===== config.mk =====
export PLATFORM = sky130hd
export DESIGN_NAME = bus_wait_ctrl
export DESIGN_NICKNAME = d
export VERILOG_FILES = /design/src/rtl/bwc_pkg.sv /design/src/rtl/bwc_area_sel.sv /design/src/rtl/bwc_len_calc.sv /design/src/rtl/bwc_seq.sv /design/src/rtl/bus_wait_ctrl.sv
export SDC_FILE = /design/constraint.sdc
export NUM_CORES = 1
export LEC_CHECK = 0
export BUFFER_PORTS_ARGS = -buffer_cell sky130_fd_sc_hd__buf_2
export CORE_AREA = 2 2 39 41
export CTS_CLUSTER_DIAMETER = 40
export DETAILED_ROUTE_END_ITERATION = 10
export DIE_AREA = 0 0 41 43
export GPL_TIMING_DRIVEN = 1
export PLACE_DENSITY_LB_ADDON = 0.15
export SLEW_MARGIN = 5
export SYNTH_ARGS = -nofsm -noshare
export SYNTH_HDL_FRONTEND = slang
export SYNTH_HIERARCHICAL = 1
export SYNTH_SLANG_ARGS = --single-unit

===== constraint.sdc =====
create_clock -name clk -period 3.9 [get_ports clk]
set_clock_uncertainty 0.05 [all_clocks]
set_input_delay 0.195 -clock clk [delete_from_list [all_inputs] [get_ports clk]]
set_output_delay 0.195 -clock clk [all_outputs]
set_load 0.01 [all_outputs]

===== src/rtl/bwc_pkg.sv =====
package bwc_pkg;

    // Longest base cycle is 4 clocks, so its last index fits in 2 bits.
    localparam int LAST_W = 2;

    typedef enum logic [1:0] {
        AREA_REG  = 2'b00,
        AREA_INT  = 2'b01,
        AREA_EXT  = 2'b10,
        AREA_EXT2 = 2'b11
    } area_e;

    // Timing of one cycle as decided at request time.
    typedef struct packed {
        logic [LAST_W-1:0] last;    // index of the final clock (length - 1)
        logic              rdy_en;  // ready input honoured
        logic              err;     // configuration error
    } cyc_cfg_t;

endpackage


===== src/rtl/bwc_area_sel.sv =====
module bwc_area_sel #(
    parameter int NUM_CS = 4,
    parameter int CS_W   = 2
) (
    input  logic [CS_W-1:0]     cs_i,
    input  logic [NUM_CS-1:0]   nowait_vec_i,
    input  logic [2*NUM_CS-1:0] wcode_vec_i,
    output logic                nowait_o,
    output logic [1:0]          wcode_o
);

    logic [NUM_CS-1:0] hit;
    logic [1:0]        code_arr [NUM_CS];

    for (genvar gi = 0; gi < NUM_CS; gi++) begin : g_cs
        assign hit[gi]      = (cs_i == CS_W'(gi));
        assign code_arr[gi] = wcode_vec_i[2*gi +: 2];
    end

    always_comb begin
        nowait_o = 1'b0;
        wcode_o  = 2'b00;
        for (int i = 0; i < NUM_CS; i++) begin
            if (hit[i]) begin
                nowait_o = nowait_vec_i[i];
                wcode_o  = code_arr[i];
            end
        end
    end

endmodule


===== src/rtl/bwc_len_calc.sv =====
module bwc_len_calc
    import bwc_pkg::*;
(
    input  area_e     area_i,
    input  logic      wr_i,
    input  logic      mux_i,
    input  logic      reg_fast_i,
    input  logic      int_wait_i,
    input  logic      nowait_i,
    input  logic [1:0] wcode_i,
    output cyc_cfg_t  cfg_o
);

    logic [1:0] code_eff;
    logic       nw_eff;
    logic       code_rsvd;

    always_comb begin
        code_rsvd = (wcode_i == 2'b11);
        code_eff  = code_rsvd ? 2'b10 : wcode_i;
        // no-wait only takes effect on the separate bus without global wait
        nw_eff    = nowait_i & ~mux_i & ~int_wait_i;

        cfg_o = '0;
        unique case (area_i)
            AREA_REG: begin
                cfg_o.last = reg_fast_i ? LAST_W'(1) : LAST_W'(2);
            end
            AREA_INT: begin
                cfg_o.last = int_wait_i ? LAST_W'(1) : LAST_W'(0);
            end
            default: begin
                if (int_wait_i) begin
                    cfg_o.last = mux_i ? LAST_W'(2) : LAST_W'(1);
                end else if (nw_eff) begin
                    cfg_o.last = wr_i ? LAST_W'(1) : LAST_W'(0);
                end else if (mux_i) begin
                    cfg_o.last = (code_eff == 2'b10) ? LAST_W'(3) : LAST_W'(2);
                end else begin
                    cfg_o.last = code_eff + LAST_W'(1);
                end
                cfg_o.rdy_en = ~nw_eff;
                cfg_o.err    = (nowait_i & (mux_i | int_wait_i))
                             | (~int_wait_i & ~nw_eff & code_rsvd);
            end
        endcase
    end

endmodule


===== src/rtl/bwc_seq.sv =====
module bwc_seq
    import bwc_pkg::*;
#(
    parameter int PH_W = 2
) (
    input  logic            clk,
    input  logic            rst_n,
    input  logic            req_i,
    input  cyc_cfg_t        cfg_i,
    input  logic            rdy_i,
    output logic            busy_o,
    output logic [PH_W-1:0] phase_o,
    output logic            done_o,
    output logic            err_o
);

    typedef struct packed {
        logic              busy;
        logic [PH_W-1:0]   phase;
        logic [LAST_W-1:0] last;
        logic              rdy_en;
        logic              err;
    } st_t;

    st_t  st_d, st_q;
    logic at_last;
    logic done;
    logic accept;

    always_comb begin
        at_last = (st_q.phase == PH_W'(st_q.last));
        done    = st_q.busy & at_last & (~st_q.rdy_en | rdy_i);
        accept  = req_i & (~st_q.busy | done);

        st_d = st_q;
        if (st_q.busy && !at_last) begin
            st_d.phase = st_q.phase + PH_W'(1);
        end
        if (done) begin
            st_d.busy  = 1'b0;
            st_d.phase = '0;
            st_d.err   = 1'b0;
        end
        if (accept) begin
            st_d.busy   = 1'b1;
            st_d.phase  = '0;
            st_d.last   = cfg_i.last;
            st_d.rdy_en = cfg_i.rdy_en;
            st_d.err    = cfg_i.err;
        end
    end

    always_ff @(posedge clk or negedge rst_n) begin
        if (!rst_n) begin
            st_q <= '0;
        end else begin
            st_q <= st_d;
        end
    end

    assign busy_o  = st_q.busy;
    assign phase_o = st_q.phase;
    assign done_o  = done;
    assign err_o   = st_q.err;

endmodule


===== src/rtl/bus_wait_ctrl.sv =====
module bus_wait_ctrl
    import bwc_pkg::*;
#(
    parameter int NUM_CS = 4,
    parameter int CS_W   = (NUM_CS > 1) ? $clog2(NUM_CS) : 1,
    parameter int PH_W   = LAST_W
) (
    input  logic                clk,
    input  logic                rst_n,
    input  logic                req_i,
    input  logic [1:0]          area_i,
    input  logic [CS_W-1:0]     cs_i,
    input  logic                wr_i,
    input  logic                mux_i,
    input  logic                reg_fast_i,
    input  logic                int_wait_i,
    input  logic [NUM_CS-1:0]   nowait_i,
    input  logic [2*NUM_CS-1:0] wcode_i,
    input  logic                rdy_i,
    output logic                busy_o,
    output logic [PH_W-1:0]     phase_o,
    output logic                done_o,
    output logic                cfg_err_o
);

    logic       sel_nowait;
    logic [1:0] sel_code;
    cyc_cfg_t   cyc_cfg;

    bwc_area_sel #(
        .NUM_CS (NUM_CS),
        .CS_W   (CS_W)
    ) u_sel (
        .cs_i         (cs_i),
        .nowait_vec_i (nowait_i),
        .wcode_vec_i  (wcode_i),
        .nowait_o     (sel_nowait),
        .wcode_o      (sel_code)
    );

    bwc_len_calc u_len (
        .area_i     (area_e'(area_i)),
        .wr_i       (wr_i),
        .mux_i      (mux_i),
        .reg_fast_i (reg_fast_i),
        .int_wait_i (int_wait_i),
        .nowait_i   (sel_nowait),
        .wcode_i    (sel_code),
        .cfg_o      (cyc_cfg)
    );

    bwc_seq #(
        .PH_W (PH_W)
    ) u_seq (
        .clk     (clk),
        .rst_n   (rst_n),
        .req_i   (req_i),
        .cfg_i   (cyc_cfg),
        .rdy_i   (rdy_i),
        .busy_o  (busy_o),
        .phase_o (phase_o),
        .done_o  (done_o),
        .err_o   (cfg_err_o)
    );

endmodule


After elaboration in Yosys (flattened, before gate mapping). Cells that the tools add are included. W data, S select, Z words.

Bits in registers: 7. Input bits: 24. Output and inout port bits: 5. Word-level logic and storage cells: 61.

$add $sub $neg: 2. Equality and inequality tests: 7. Multiplexer cells: 23. Bitwise logic cells: 17. Reductions and logical operators: 7.

Operator list (number): $mux W2 (12); $and A1 B1 Y1 (8); $eq A2 B2 Y1 const B (4); $mux W1 (8); $mux W7 (1); $not A1 Y1 (5); $add A2 B1 Y2 const B (2); $eq A2 B1 Y1 const B (2); $logic_not A2 Y1 (2); $or A1 B1 Y1 (4); $pmux W2 S2 (1); $mux W3 (1); $reduce_bool A3 Y1 (1); $eq A2 B2 Y1 (1); $reduce_bool A2 Y1 (1); $reduce_or A2 Y1 (1); $logic_and A1 B1 Y1 (1); $logic_not A1 Y1 (1).

Depth between registers and ports, before layout. Gate-level depths: netlist of run 1.

Depth in word-level cells: 14. Mapped depth: 5. Gate-level depth less buffers: 5.

Cells and area by module. Netlist of run 1, hierarchy kept.

Modules (own cells, without submodules): bwc_seq (times used 1, cells each 40, area each 417.9 um^2, sequential area each 175.2 um^2); bwc_len_calc (times used 1, cells each 18, area each 100.1 um^2, sequential area each 0.0 um^2); bwc_area_sel (times used 1, cells each 3, area each 78.8 um^2, sequential area each 0.0 um^2).

Least setup slack after synthesis of run 1. Ideal clock, no wire load.

Path kind: input-to-reg. Start: in cs_i[0]. End: reg u_seq/st_q[2] in the netlist's numbering. Setup time: 0.125 ns. Arrival time: 1.467 ns. Required time: 3.725 ns. Path slack: 2.258 ns. Stages: 5. Buffers on the path: 0. Path through: mux4_1 nor2_2 a21oi_1 o221a_1 mux2_4.

RTL lines: start: declaration (line bus_wait_ctrl.sv:12) `input logic [CS_W-1:0] cs_i,`; end signal: assignment (line bwc_seq.sv:57) `st_q <= st_d;`; end: declaration (line bwc_seq.sv:25) `st_t st_d, st_q;`.

Worst setup path in the final report of run 1.
Start: reg u_seq.st_q, in the netlist u_seq/phase_o[1]. End: out done_o.

Cells in the longest elaborated chain, start to end: 3.

Ends and longest elaborated chain: $eq A2 B2 Y1 (line bwc_seq.sv:31) `at_last = (st_q.phase == PH_W'(st_q.last));`; $and A1 B1 Y1 (2 in a row) (line bwc_seq.sv:32) `done = st_q.busy & at_last & (~st_q.rdy_en | rdy_i);`; end: declaration (line bus_wait_ctrl.sv:22) `output logic done_o,`.

Every way passes these cells.

==> results, run 1 <==
- The critical register-to-register path startpoint is u_seq/phase_o[1].
- The sum of negative setup slack is 0 ns.
- Clock-pin slew was measured on the worst setup and hold paths at 0.05 ns.
- The worst slew slack as a fraction of its limit is 0.776.
- After synthesis, the largest family of logic cells by area is compound AO/OA/AOI/OAI gates.
- TritonCTS built the clock tree.
- The final estimated routing congestion in global placement is 0.783.
- The wire length after detailed routing is 1280 um.
- The synthesized design contains 7 register bits.
- The wire length per cell after detailed routing is 12.0 um.
- For the finished layout, the period the worst path requires is 1.67 ns.
- The fraction of final layout cells sized beyond drive strength 1 is 0.418.
- The number of buffers inserted to repair setup after CTS is 0.
- In this run the power spent charging and discharging nets is 206 uW.
- The total of max-cap violations is 0.
- The core occupancy in the finished layout is 0.557.
- The net count after synthesis is 85.
- The synthesized area per cell is 9.78 um2.
- The sequential share of the synthesized area is 0.294.
- The number of clock buffers added by TritonCTS is 3.
- At the pin with the least slew margin, the transition time is 0.335 ns.
- The maximum root-to-sink buffer count is 2.
- The part of the power in the clock network is 0.137.
- The start point of the critical path is u_seq/phase_o[1].
- After filler insertion, the fill cell instance count of the layout stands at 140.
- Counting flops with a built-in enable in the synthesized netlist gives 0.
- The switching portion of total power is 0.420.
- The clock latency at the later pin of the worst-skew pair is 0.25 ns.
- The endpoint identified for the worst register-to-register timing path is u_seq/st_q[2].
- The number of sinks on the clock net is 7.
- STA classifies the critical path startpoint as a flip-flop.
- The core region is 1380 um2.
- The type of element capturing the critical path is an output port.
- The number of antenna diodes in the final layout is 0.
- The setup check on the worst reg-to-reg path leaves a slack of 2.28 ns.
- The initial antenna violation count came to 0.
- The internal power contribution is 284 uW.
- The highest clock rate is 600 MHz.
- The final count of pins violating max slew was 0.
- CTS built an H-tree with a depth of 1.
- Setup repair after global routing left no endpoint under its margin.
- The detailed-router iteration count before antenna repair is 4.
- The overall power consumption is 490 uW.
- The class of the most critical setup path is flip-flop to output port.
- The HPWL after detailed placement is 1020 um.
- Input and output buffers added on the ports amount to 28.
- The cell at the root of the clock tree is clkbuf_4.
- The leakage power summed over all cells is 0.379 nW.
- The depth of the worst register-to-register path is 4.
- The via count of the first global-routing pass was 550.
- The number of distinct library cells after synthesis is 28.
- The number of hold violations in the final report came to 0.
- In the synthesized netlist, the number of instances is 61.
- Relative to the synthesized area, the layout overhead comes to 29.1%.
- The number of remaining DRC errors is 0.
- The fraction of the mapped netlist area in simple logic gates is 0.155.
- The flow ran to the end, and the final reports show no timing, DRC or antenna violations.
- After detailed routing, the number of vias per cell comes to 5.28.
- The global-route wire length before repair is 2050 um.
- The detail route stage leaves a number of antenna-violating nets equal to 0.
- The dominant cell type by area after synthesis is dfrtp_1.
- Pin placement for this block handled 29 I/O pins.
- Of all nets on the critical path, the largest fanout is 5.
- The final cycle utilization of the critical path is 0.427.
- After synthesis, the cell types taking the most area are dfrtp_1, mux4_1, o21ai_0, mux2_4, inv_1.
- The warning count from the yosys run is 6.
- Setup violations remaining at the end of the flow were counted as 0.
- The die span in y is 43 um.
- The critical path arrival is 1.42 ns.
- The share of total power dissipated in combinational logic is 0.550.
- The min-delay analysis places its worst path in the category input pin to flip-flop.
- The total overflow left after global routing is 0.
- After routing the design area is 771 um2.
- The final net count is 116.
- The floorplan step defined a die boundary enclosing 1760 um2.
- After the first detailed-routing iteration, the DRC count stood at 8.
- The share of flip-flops with an asynchronous set or reset is 1.00.
- The area share of the largest cell type after synthesis is 0.294.
- The peak supply drop is 0.000330 V.
- The standard-cell row count is 14.
- The power per unit of standard cell area is 635 nW/um2.
- STA puts the critical path data required time at 3.65 ns.
- Of the total synthesized cell area, the portion taken by XOR and XNOR cells is 0.0419.
- The commonest cells after synthesis are dfrtp_1, inv_1, o21ai_0.
- The maximum number of pins on one net before global-route repair is 10.
- The instance area after placement is 734 um2.
- The starting utilization of the core area is 0.431.
- The die is 41 um wide.
- Across all layers, the routed design uses 565 vias.
- The overall routing resource usage is 0.174.
- The portion of synthesized area spent on multiplexers is 0.199.
- The share of total power dissipated in sequential elements is 0.313.
- The compound-gate portion of the synthesized area came to 0.229.
- In this run the cell area of the synthesized design comes to 597 um2.
- The most critical setup path has its endpoint at done_o.
- The leading register cell type out of synthesis is dfrtp_1.
- Of the total synthesized cell area, the portion taken by full adders, half adders and majority gates is 0.
-- critical path, cell delays in order (launching register included) --
cell     delay, ns
dfrtp_1       0.42
xnor2_1       0.30
nand4_2       0.19
inv_1         0.12
buf_2         0.14
-- timing repair --
item / 4_1_cts / 5_1_grt
endpoints found under the hold margin: 7 / 0
hold buffers: 1 / 0
gates resized for setup: 0 / 0
-- power groups by stage --
stage	clock network (mW)	logic, mW	registers, mW
global route	0.0731	0.295	0.160
global placement	0	0.263	0.153
floorplan	0	0.229	0.139
CTS	0.0692	0.269	0.154
detailed placement	0	0.264	0.154
finish	0.0670	0.269	0.153
-- flip-flops by register name, summed over array words and instances (netlist names) --
signal / count
u_seq/busy_o: 1
u_seq/err_o: 1
u_seq/phase_o: 2
u_seq/st_q: 3
-- cells in the final DEF (no fill, tap or decap) --
cell type and count:
buf_2 28, inv_1 7, dfrtp_1 7, o21ai_0 6
nand2_1 5, nor2_1 4, clkbuf_4 3, mux4_1 3
nand3_1 2, a21boi_0 2, a21oi_1 2, a31oi_1 2
mux2_4 2, clkbuf_1 1, dlygate4sd3_1 1, nor2_2 1
nand4b_1 1, o221a_1 1, xnor2_2 1, xnor2_1 1
nand2b_1 1, nand4_2 1, a21oi_4 1, o2bb2ai_1 1
and2_4 1, nand4_1 1, o311ai_0 1, mux2i_1 1
o41a_1 1, o21ai_1 1, o211ai_1 1
-- routing by layer --
metal  part of all wire  vias to the layer above  GRT usage
li1                   -                      287          -
met1               0.45                      255      0.182
met2               0.47                       21      0.288
met3              0.073                        2     0.0838
met4             0.0070                        0     0.0600
met5                  0                        -          0
-- worst min-delay path by stage --
stage | from | to | slack, ns | cells after the start
finish | req_i | u_seq/st_q[1] | 0.19 | 3
global route | req_i | u_seq/st_q[1] | 0.21 | 3
CTS | req_i | u_seq/st_q[1] | 0.18 | 3
detailed placement | rst_n | u_seq/st_q[2] | -0.01 | 1
global placement | rst_n | u_seq/st_q[2] | -0.01 | 1
floorplan | rst_n | u_seq/busy_o | -0.15 | 0
-- layout make-up --
class | count | area, um2 | area share
Sequential cell | 7 | 175 | 0.227
Inverter | 7 | 26.3 | 0.0341
Multi-Input combinational cell | 44 | 373 | 0.484
Clock buffer | 4 | 26.3 | 0.0341
Timing Repair Buffer | 29 | 150 | 0.195
Tap cell | 16 | 20.0 | 0.0260
-- through the flow --
stage	instances	hold WS (ns)	worst slack [ns]
finish	107	0.190	2.23
global route	107	0.211	2.09
CTS	107	0.184	2.23
detailed placement	102	-0.0119	2.06
global placement	102	-0.0130	2.09
floorplan	61	-0.151	2.26
-- kinds of logic (layout without fill, tap and decap cells) --
logic type | Yosys count | in the layout
AOI/OAI and AO/OA | 19 | 19
and+or+nand+nor | 17 | 17
muxes | 6 | 6
DFF | 7 | 7
buffers and inverters | 10 | 40
xor gates and xnor gates | 2 | 2
Power figures use the tool's default switching activity.
==> run 2: changes to the inputs <==
--- a/config.mk
+++ b/config.mk
@@ -6,10 +6,10 @@
 export NUM_CORES = 1
 export LEC_CHECK = 0
 export BUFFER_PORTS_ARGS = -buffer_cell sky130_fd_sc_hd__buf_2
-export CORE_AREA = 2 2 39 41
+export CORE_MARGIN = 1.5
+export CORE_UTILIZATION = 44
 export CTS_CLUSTER_DIAMETER = 40
 export DETAILED_ROUTE_END_ITERATION = 10
-export DIE_AREA = 0 0 41 43
 export GPL_TIMING_DRIVEN = 1
 export PLACE_DENSITY_LB_ADDON = 0.15
 export SLEW_MARGIN = 5
==> constraint.sdc (replaced) <==
create_clock -name clk -period 1.6 [get_ports clk]
set_clock_uncertainty 0.05 [all_clocks]
set_input_delay 0.08 -clock clk [delete_from_list [all_inputs] [get_ports clk]]
set_output_delay 0.08 -clock clk [all_outputs]
set_load 0.01 [all_outputs]
==> run 2 against run 1 <==
Against the previous run: global-route usage up 5.6 points; hold slack worse by 0.12 ns; via count up 4.4%; first-iteration DRC count up 38%; routed wire length up 7.5%; sequential power up 140%; critical path depth unchanged; die area down 10%; combinational power rose to 2.8 times the previous value; critical path type is now flip-flop to flip-flop; largest cell class unchanged; largest power group unchanged.
==> results, run 2 (synthesized netlist as in run 1, its figures left out) <==
- Ranked by flip-flop count, first place goes to u_seq/st_q.
- STA classifies the critical path startpoint as a flip-flop.
- The critical path arrival is 1.59 ns (+0.17 ns).
- The detailed-router iteration count before antenna repair was 4 (unchanged).
- The power per unit of standard cell area is 1570 nW/um2 (+150%).
- The run finished with clean final reports.
- The instance area after placement is 778 um2 (+6.0%).
- The starting utilization of the core area came to 0.464 (+0.0332).
- The number of vias in the routed layout came to 590 (+4.4%).
- The clock period minus final worst setup slack is 1.50 ns.
- The final estimated routing congestion in global placement is 0.761 (-2.8%).
- The clock-pin slew reported for the worst setup and hold paths after clock tree synthesis was 0.06 ns (about the same).
- The overall power consumption is 1.29 mW (+160%).
- The H-tree depth is 1 (unchanged).
- Dividing the final minimum period by the clock period gives 0.937.
- The tree is rooted in a clkbuf_4.
- The total of max-cap violations was 0 (unchanged).
- STA classifies the critical path endpoint as a flip-flop.
- The final worst-path setup slack was 0.101 ns (-2.13 ns).
- The largest fanout of any net on the critical path is 3 (-2).
- The number of failing setup endpoints in the final timing report is 0 (unchanged).
- The number of flip-flops under the largest register name is 3 (unchanged).
- The overall routing resource usage is 0.230 (+0.0556).
- The TritonCTS buffer count is 3 (unchanged).
- The leakage power summed over all cells is 0.414 nW (+9.1%).
- The critical path is of the flip-flop to flip-flop type.
- The maximum number of pins on one net before global-route repair is 10 (unchanged).
- The sum of overflow across all layers after global routing is 0 (unchanged).
- The critical register-to-register path startpoint is u_seq/phase_o[0].
- The worst slew slack as a fraction of its limit is 0.776 (about the same).
- The number of hold violations in the final report is 0 (unchanged).
- For this run, the top clock speed supported by timing is 667 MHz.
- The number of DRC violations after detailed-routing iteration 0 is 11 (+3).
- The global-route wire length before repair is 2300 um (+12%).
- The fraction of final layout cells sized beyond drive strength 1 is 0.464 (+0.0463).
- The slack of the worst reg-to-reg path was 0.10 ns (-2.18 ns).
- The worst min-delay path startpoint is req_i.
- The wire length after detailed routing is 1380 um (+7.5%).
- The number of filler cells placed in the layout came to 109 (-22%).
- The diode insertion count for antenna repair is 0 (unchanged).
- The number of buffers added on ports was 28 (unchanged).
- The width of the die is 39.8 um (-2.9%).
- The maximum root-to-sink buffer count came to 2 (unchanged).
- The clock latency at the later pin of the worst-skew pair is 0.26 ns (about the same).
- The final hold slack was 0.0746 ns (-0.115 ns).
- The number of placed I/O pins is 29 (unchanged).
- Leaving out fill and tap cells, the most frequent cell in the layout is buf_2.
- The number of nets with antenna violations after routing is 0 (unchanged).
- The start point of the critical path is u_seq/phase_o[0].
- The area of the placeable core is 1280 um2 (-7.1%).
- The die span in y came to 39.8 um (-7.4%).
- The slew at the pin closest to its max-slew limit came to 0.331 ns (-0.00429 ns).
- The CTS tree is done.
- The standard-cell row count is 13 (-1).
- The count of non-filler cells in the finished layout came to 112 (+4.7%).
- The routed length on met2 was 648 um (+7.1%).
- The highest metal layer carrying signal wires in the routed design is met4.
- The core occupancy in the finished layout was 0.640 (+0.0828).
- The vias per cell is 5.27 (-0.24%).
- The sum of negative setup slack came to 0 ns (unchanged).
- The routed wire length on met3 is 84 um (-11%).
- The area added between synthesis and finish is 37.7%.
- Walking the worst path, the cells encountered are xnor2_2 -> nand4_2 -> a21oi_4 -> mux2_4.
- The initial antenna violation count came to 0 (unchanged).
- The full die area came to 1590 um2 (-10%).
- The worst setup slack after placement is -0.0532 ns (-2.11 ns).
- The slowest stage of the critical path is the dfrtp_1 cell.
- The data required time of the worst path is 1.69 ns (-1.96 ns).
- The final net count is 122 (+5.2%).
- The number of sinks on the clock net was 7 (unchanged).
- The final count of pins violating max slew came to 0 (unchanged).
- The biggest cell delay along the critical path came to 0.41 ns (about the same).
- The peak supply drop is 0.000863 V (+160%).
- The wire length on met1 is 630 um (+10%).
- The wire length per cell after detailed routing is 12.3 um (+2.7%).
- The total instance count after detailed placement came to 107 (+4.9%).
- The top cell types in the final layout, fill and taps aside, are buf_2, inv_1, dfrtp_1, buf_4, o21ai_0.
- The via count of the first global-routing pass was 554 (+0.73%).
- The number of remaining DRC errors is 0 (unchanged).
- The final design instance area without fill came to 822 um2 (+6.7%).
- Setup repair after global routing left no endpoint under its margin.
- The post-DP HPWL came to 1090 um (+7.4%).
- The class of the tightest hold or removal check is input pin to flip-flop.
run 2: cell types whose count changed in the layout (fill, tap and decap cells not counted), sizes merged:
| cell | before | now |
|---|---|---|
| buf | 28 | 34 |
run 2: area by class of cell:
| class | instances | area [um2] | area share |
|---|---|---|---|
| multi-input combinational | 44 | 380 | 0.463 |
| timing repair buffer | 35 | 195 | 0.237 |
| sequential | 7 | 175 | 0.213 |
| clock buffer | 4 | 26.3 | 0.0320 |
| inverter | 7 | 26.3 | 0.0320 |
| tap | 15 | 18.8 | 0.0228 |
run 2: per-layer routing:
metal | up-vias | global-route usage
met2 | 23 | 0.377
li1 | 299 | -
met3 | 2 | 0.102
met5 | - | 0
met4 | 0 | 0.0776
met1 | 266 | 0.260
run 2: worst max-delay path, delay by kind of cell, from the launching register on:
kind,cells,cell delay [ns]
flops,1,0.41
mux,1,0.31
xor+xnor,1,0.22
compound gates,1,0.22
simple gates,1,0.17
run 2: path summary, 6_finish.rpt:
kind,end,cells after the start
worst max register to register,u_seq/st_q[3],4
min in group asynchronous,u_seq/err_o,2
worst min register to register,u_seq/st_q[1],2
worst max-delay path,u_seq/st_q[3],4
worst min-delay path,u_seq/st_q[1],3
max in group asynchronous,u_seq/phase_o[1],2
run 2: power by group:
group / switching [mW] / total (mW) / internal (mW)
sequential: 0.106 / 0.367 / 0.262
clock: 0.0716 / 0.167 / 0.0956
combinational: 0.346 / 0.759 / 0.412
run 2: timing repair:
action | in CTS | in global routing
setup endpoints to repair | 0 | 3
resized for setup | 0 | 1
hold buffers | 1 | 0
endpoints found under the hold margin | 7 | 0
setup buffers | 0 | 0
==> run 3: changes to the inputs <==
--- a/config.mk
+++ b/config.mk
@@ -6,8 +6,10 @@
 export NUM_CORES = 1
 export LEC_CHECK = 0
 export BUFFER_PORTS_ARGS = -buffer_cell sky130_fd_sc_hd__buf_2
+export CELL_PAD_IN_SITES_DETAIL_PLACEMENT = 0
+export CELL_PAD_IN_SITES_GLOBAL_PLACEMENT = 1
 export CORE_MARGIN = 1.5
-export CORE_UTILIZATION = 44
+export CORE_UTILIZATION = 32
 export CTS_CLUSTER_DIAMETER = 40
 export DETAILED_ROUTE_END_ITERATION = 10
 export GPL_TIMING_DRIVEN = 1
==> run 3 against run 2 <==
Against the previous run: first-iteration DRC count rose by 18%; routed wire length fell by 3.5%; global-route usage down 8.2 points; worst setup slack worse by 0.031 ns; total power is 1.8% lower; via count grew 1.0%; sequential share of layout area fell by 0.13 points; die area up 34%; clock power shrank 2%; non-clock buffer count down 1.
==> results, run 3 (synthesized netlist as in run 1, its figures left out) <==
- The flow ran to the end, and the final reports show no timing, DRC or antenna violations.
- The kind of start point of the critical path is a flip-flop.
- The CTS tree is done.
- The vias per cell was 4.93 (-6.5%).
- The part of the power in the clock network is 0.128 (about the same).
- The core occupancy in the finished layout is 0.474 (-0.166).
- The final design instance area without fill came to 827 um2 (+0.61%).
- The overall routing resource usage was 0.148 (-0.0817).
- The clock-pin slew reported for the worst setup and hold paths after clock tree synthesis is 0.06 ns (about the same).
- The leakage power summed over all cells is 0.409 nW (-1.2%).
- The final hold slack is 0.0748 ns (+0.000177 ns).
- The overall power consumption is 1.27 mW (-1.8%).
- The number of buffers and inverters on the critical path came to 0 (unchanged).
- The routed wire length on met3 is 93 um (+11%).
- The worst hold path stage count is 3 (unchanged).
- The worst setup slack after placement is -0.0690 ns (-0.0158 ns).
- The post-DP HPWL was 1120 um (+2.7%).
- The number of failing setup endpoints in the final timing report was 0 (unchanged).
- The diode insertion count for antenna repair is 0 (unchanged).
- The power per unit of standard cell area is 1540 nW/um2 (-2.4%).
- The final net count came to 121 (-0.82%).
- The total net switching power was 514 uW (-1.8%).
- The detailed-router iteration count before antenna repair is 4 (unchanged).
- The clock latency at the later pin of the worst-skew pair was 0.25 ns (about the same).
- The clock period minus final worst setup slack is 1.53 ns (+0.0308 ns).
- The worst slew slack as a fraction of its limit is 0.785 (+0.00848).
- The data required time of the worst path is 1.68 ns (about the same).
- The slew at the pin closest to its max-slew limit came to 0.323 ns (-0.00852 ns).
- The highest clock rate is 654 MHz (-2.0%).
- The final count of pins violating max slew was 0 (unchanged).
- The instance area after placement is 783 um2 (+0.64%).
- The fraction of final layout cells sized beyond drive strength 1 came to 0.458 (-0.00558).
- From synthesis to final layout, the design area changed by 38.6%.
- The internal power contribution is 756 uW (-1.8%).
- The number of vias in the routed layout is 596 (+1.0%).
- The number of remaining DRC errors was 0 (unchanged).
- The register share of total power is 0.293 (+0.009).
- The cell with the largest stage delay on the worst path is dfrtp_1.
- The width of the die came to 46.2 um (+16%).
- The slack of the worst reg-to-reg path is 0.07 ns (-0.03 ns).
- The reg-to-reg critical path endpoint is u_seq/st_q[3].
- The register with the most flip-flops in the final layout is u_seq/st_q.
- Signal routing reaches up to met3.
- The sum of negative setup slack was 0 ns (unchanged).
- The number of placed I/O pins was 29 (unchanged).
- The switching portion of total power is 0.405 (about the same).
- The wire length on met1 is 664 um (+5.4%).
- The number of hold violations in the final report was 0 (unchanged).
- The worst hold path endpoint is u_seq/st_q[1].
- The signal on the critical path passes through xnor2_2 -> nand4_2 -> a21oi_4 -> mux2_4.
- The library cell used most frequently in the layout, excluding fill and tap cells, is buf_2.
- The count of non-filler cells in the finished layout is 121 (+8.0%).
- The final worst-path setup slack came to 0.0705 ns (-0.0308 ns).
- The die span in y is 46.2 um (+16%).
- The number of sinks on the clock net is 7 (unchanged).
- On the critical path the largest part of the delay comes from flip-flops.
- The portion of total power attributed to combinational logic came to 0.579 (-0.008).
- The final cycle utilization of the critical path is 0.956 (+0.0192).
- The standard-cell row count came to 15 (+2).
- The final estimated routing congestion in global placement is 0.799 (+5.0%).
- The largest fanout of any net on the critical path is 3 (unchanged).
- The depth of the worst register-to-register path is 4 (unchanged).
- The starting utilization of the core area was 0.342 (-0.123).
- The sum of overflow across all layers after global routing is 0 (unchanged).
- The number of flip-flops under the largest register name is 3 (unchanged).
- The area of the placeable core is 1750 um2 (+36%).
- The maximum root-to-sink buffer count is 2 (unchanged).
- The wire length per cell after detailed routing is 11.0 um (-11%).
- The via count of the first global-routing pass came to 550 (-0.72%).
- In this run the most critical hold path is launched from req_i.
- The full die area is 2130 um2 (+34%).
- Leaving out fill and tap cells, the most frequent cells in the layout are buf_2, inv_1, dfrtp_1, o21ai_0.
- The initial antenna violation count is 0 (unchanged).
- The class of the tightest hold or removal check is input pin to flip-flop.
- The wire length after detailed routing is 1330 um (-3.5%).
- The H-tree depth is 1 (unchanged).
- The critical path arrival came to 1.61 ns (+0.02 ns).
- Clock tree synthesis selected as its root buffer the cell clkbuf_4.
- The biggest cell delay along the critical path is 0.41 ns (about the same).
- The routed length on met2 is 572 um (-12%).
- STA classifies the critical path endpoint as a flip-flop.
- The peak supply drop is 0.000763 V (-12%).
- The total instance count after detailed placement is 116 (+8.4%).
- The critical path in this run is classified as flip-flop to flip-flop.
- The maximum number of pins on one net before global-route repair is 10 (unchanged).
- The global-route wire length before repair came to 2280 um (-1.2%).
- The number of buffers added on ports was 28 (unchanged).
- The number of DRC violations after detailed-routing iteration 0 is 13 (+2).
- The TritonCTS buffer count is 3 (unchanged).
- The number of nets with antenna violations after routing is 0 (unchanged).
- The number of buffers inserted to repair setup after CTS is 0 (unchanged).
- The critical register-to-register path startpoint is u_seq/phase_o[0].
- The total of max-cap violations was 0 (unchanged).
## run 3: cell count changes in the layout (fill, tap and decap cells not counted), sizes merged
cell and delta:
buf -1
## run 3: how the worst max path moves through the flow
stage / start / endpoint / slack (ns) / cells after the start
after floorplan: cs_i[0] / u_seq/st_q[2] / 0.07 / 5
after global placement: cs_i[0] / u_seq/st_q[2] / -0.05 / 6
after detailed placement: cs_i[0] / u_seq/st_q[2] / -0.07 / 6
after CTS: u_seq/phase_o[1] / u_seq/st_q[3] / 0.05 / 4
after global routing: u_seq/phase_o[0] / u_seq/st_q[2] / -0.0003 / 4
final: u_seq/phase_o[0] / u_seq/st_q[3] / 0.07 / 4
## run 3: layout make-up
class,count,area [um2]
Inverter,7,26.3
Fill cell,183,918
Timing Repair Buffer,34,188
Clock buffer,4,26.3
Multi-Input combinational cell,44,380
Sequential cell,7,175
Tap cell,25,31.3
## run 3: power by group through the flow
stage | logic [mW] | registers (mW) | clock network (mW)
4_1_cts | 0.724 | 0.365 | 0.169
5_1_grt | 0.818 | 0.384 | 0.178
3_5_place_dp | 0.716 | 0.367 | 0
6_report | 0.735 | 0.372 | 0.163
3_3_place_gp | 0.710 | 0.368 | 0
2_1_floorplan | 0.559 | 0.339 | 0
## run 3: repair_timing
action / CTS / global route
hold endpoints to repair: 7 / 0
setup endpoints to repair: 0 / 2
gates resized for setup: 0 / 1
hold buffers: 1 / 0
## run 3: layer usage
metal  GRT usage  vias up
met5           0        -
met4      0.0343        0
met3      0.0588        0
met2       0.225       27
met1       0.196      271
li1            -      298
## run 3: worst reg2reg max path, cell delays in order (launching register included)
cell and delay [ns]:
dfrtp_1 0.41, xnor2_2 0.24, nand4_2 0.17, a21oi_4 0.23, mux2_4 0.31
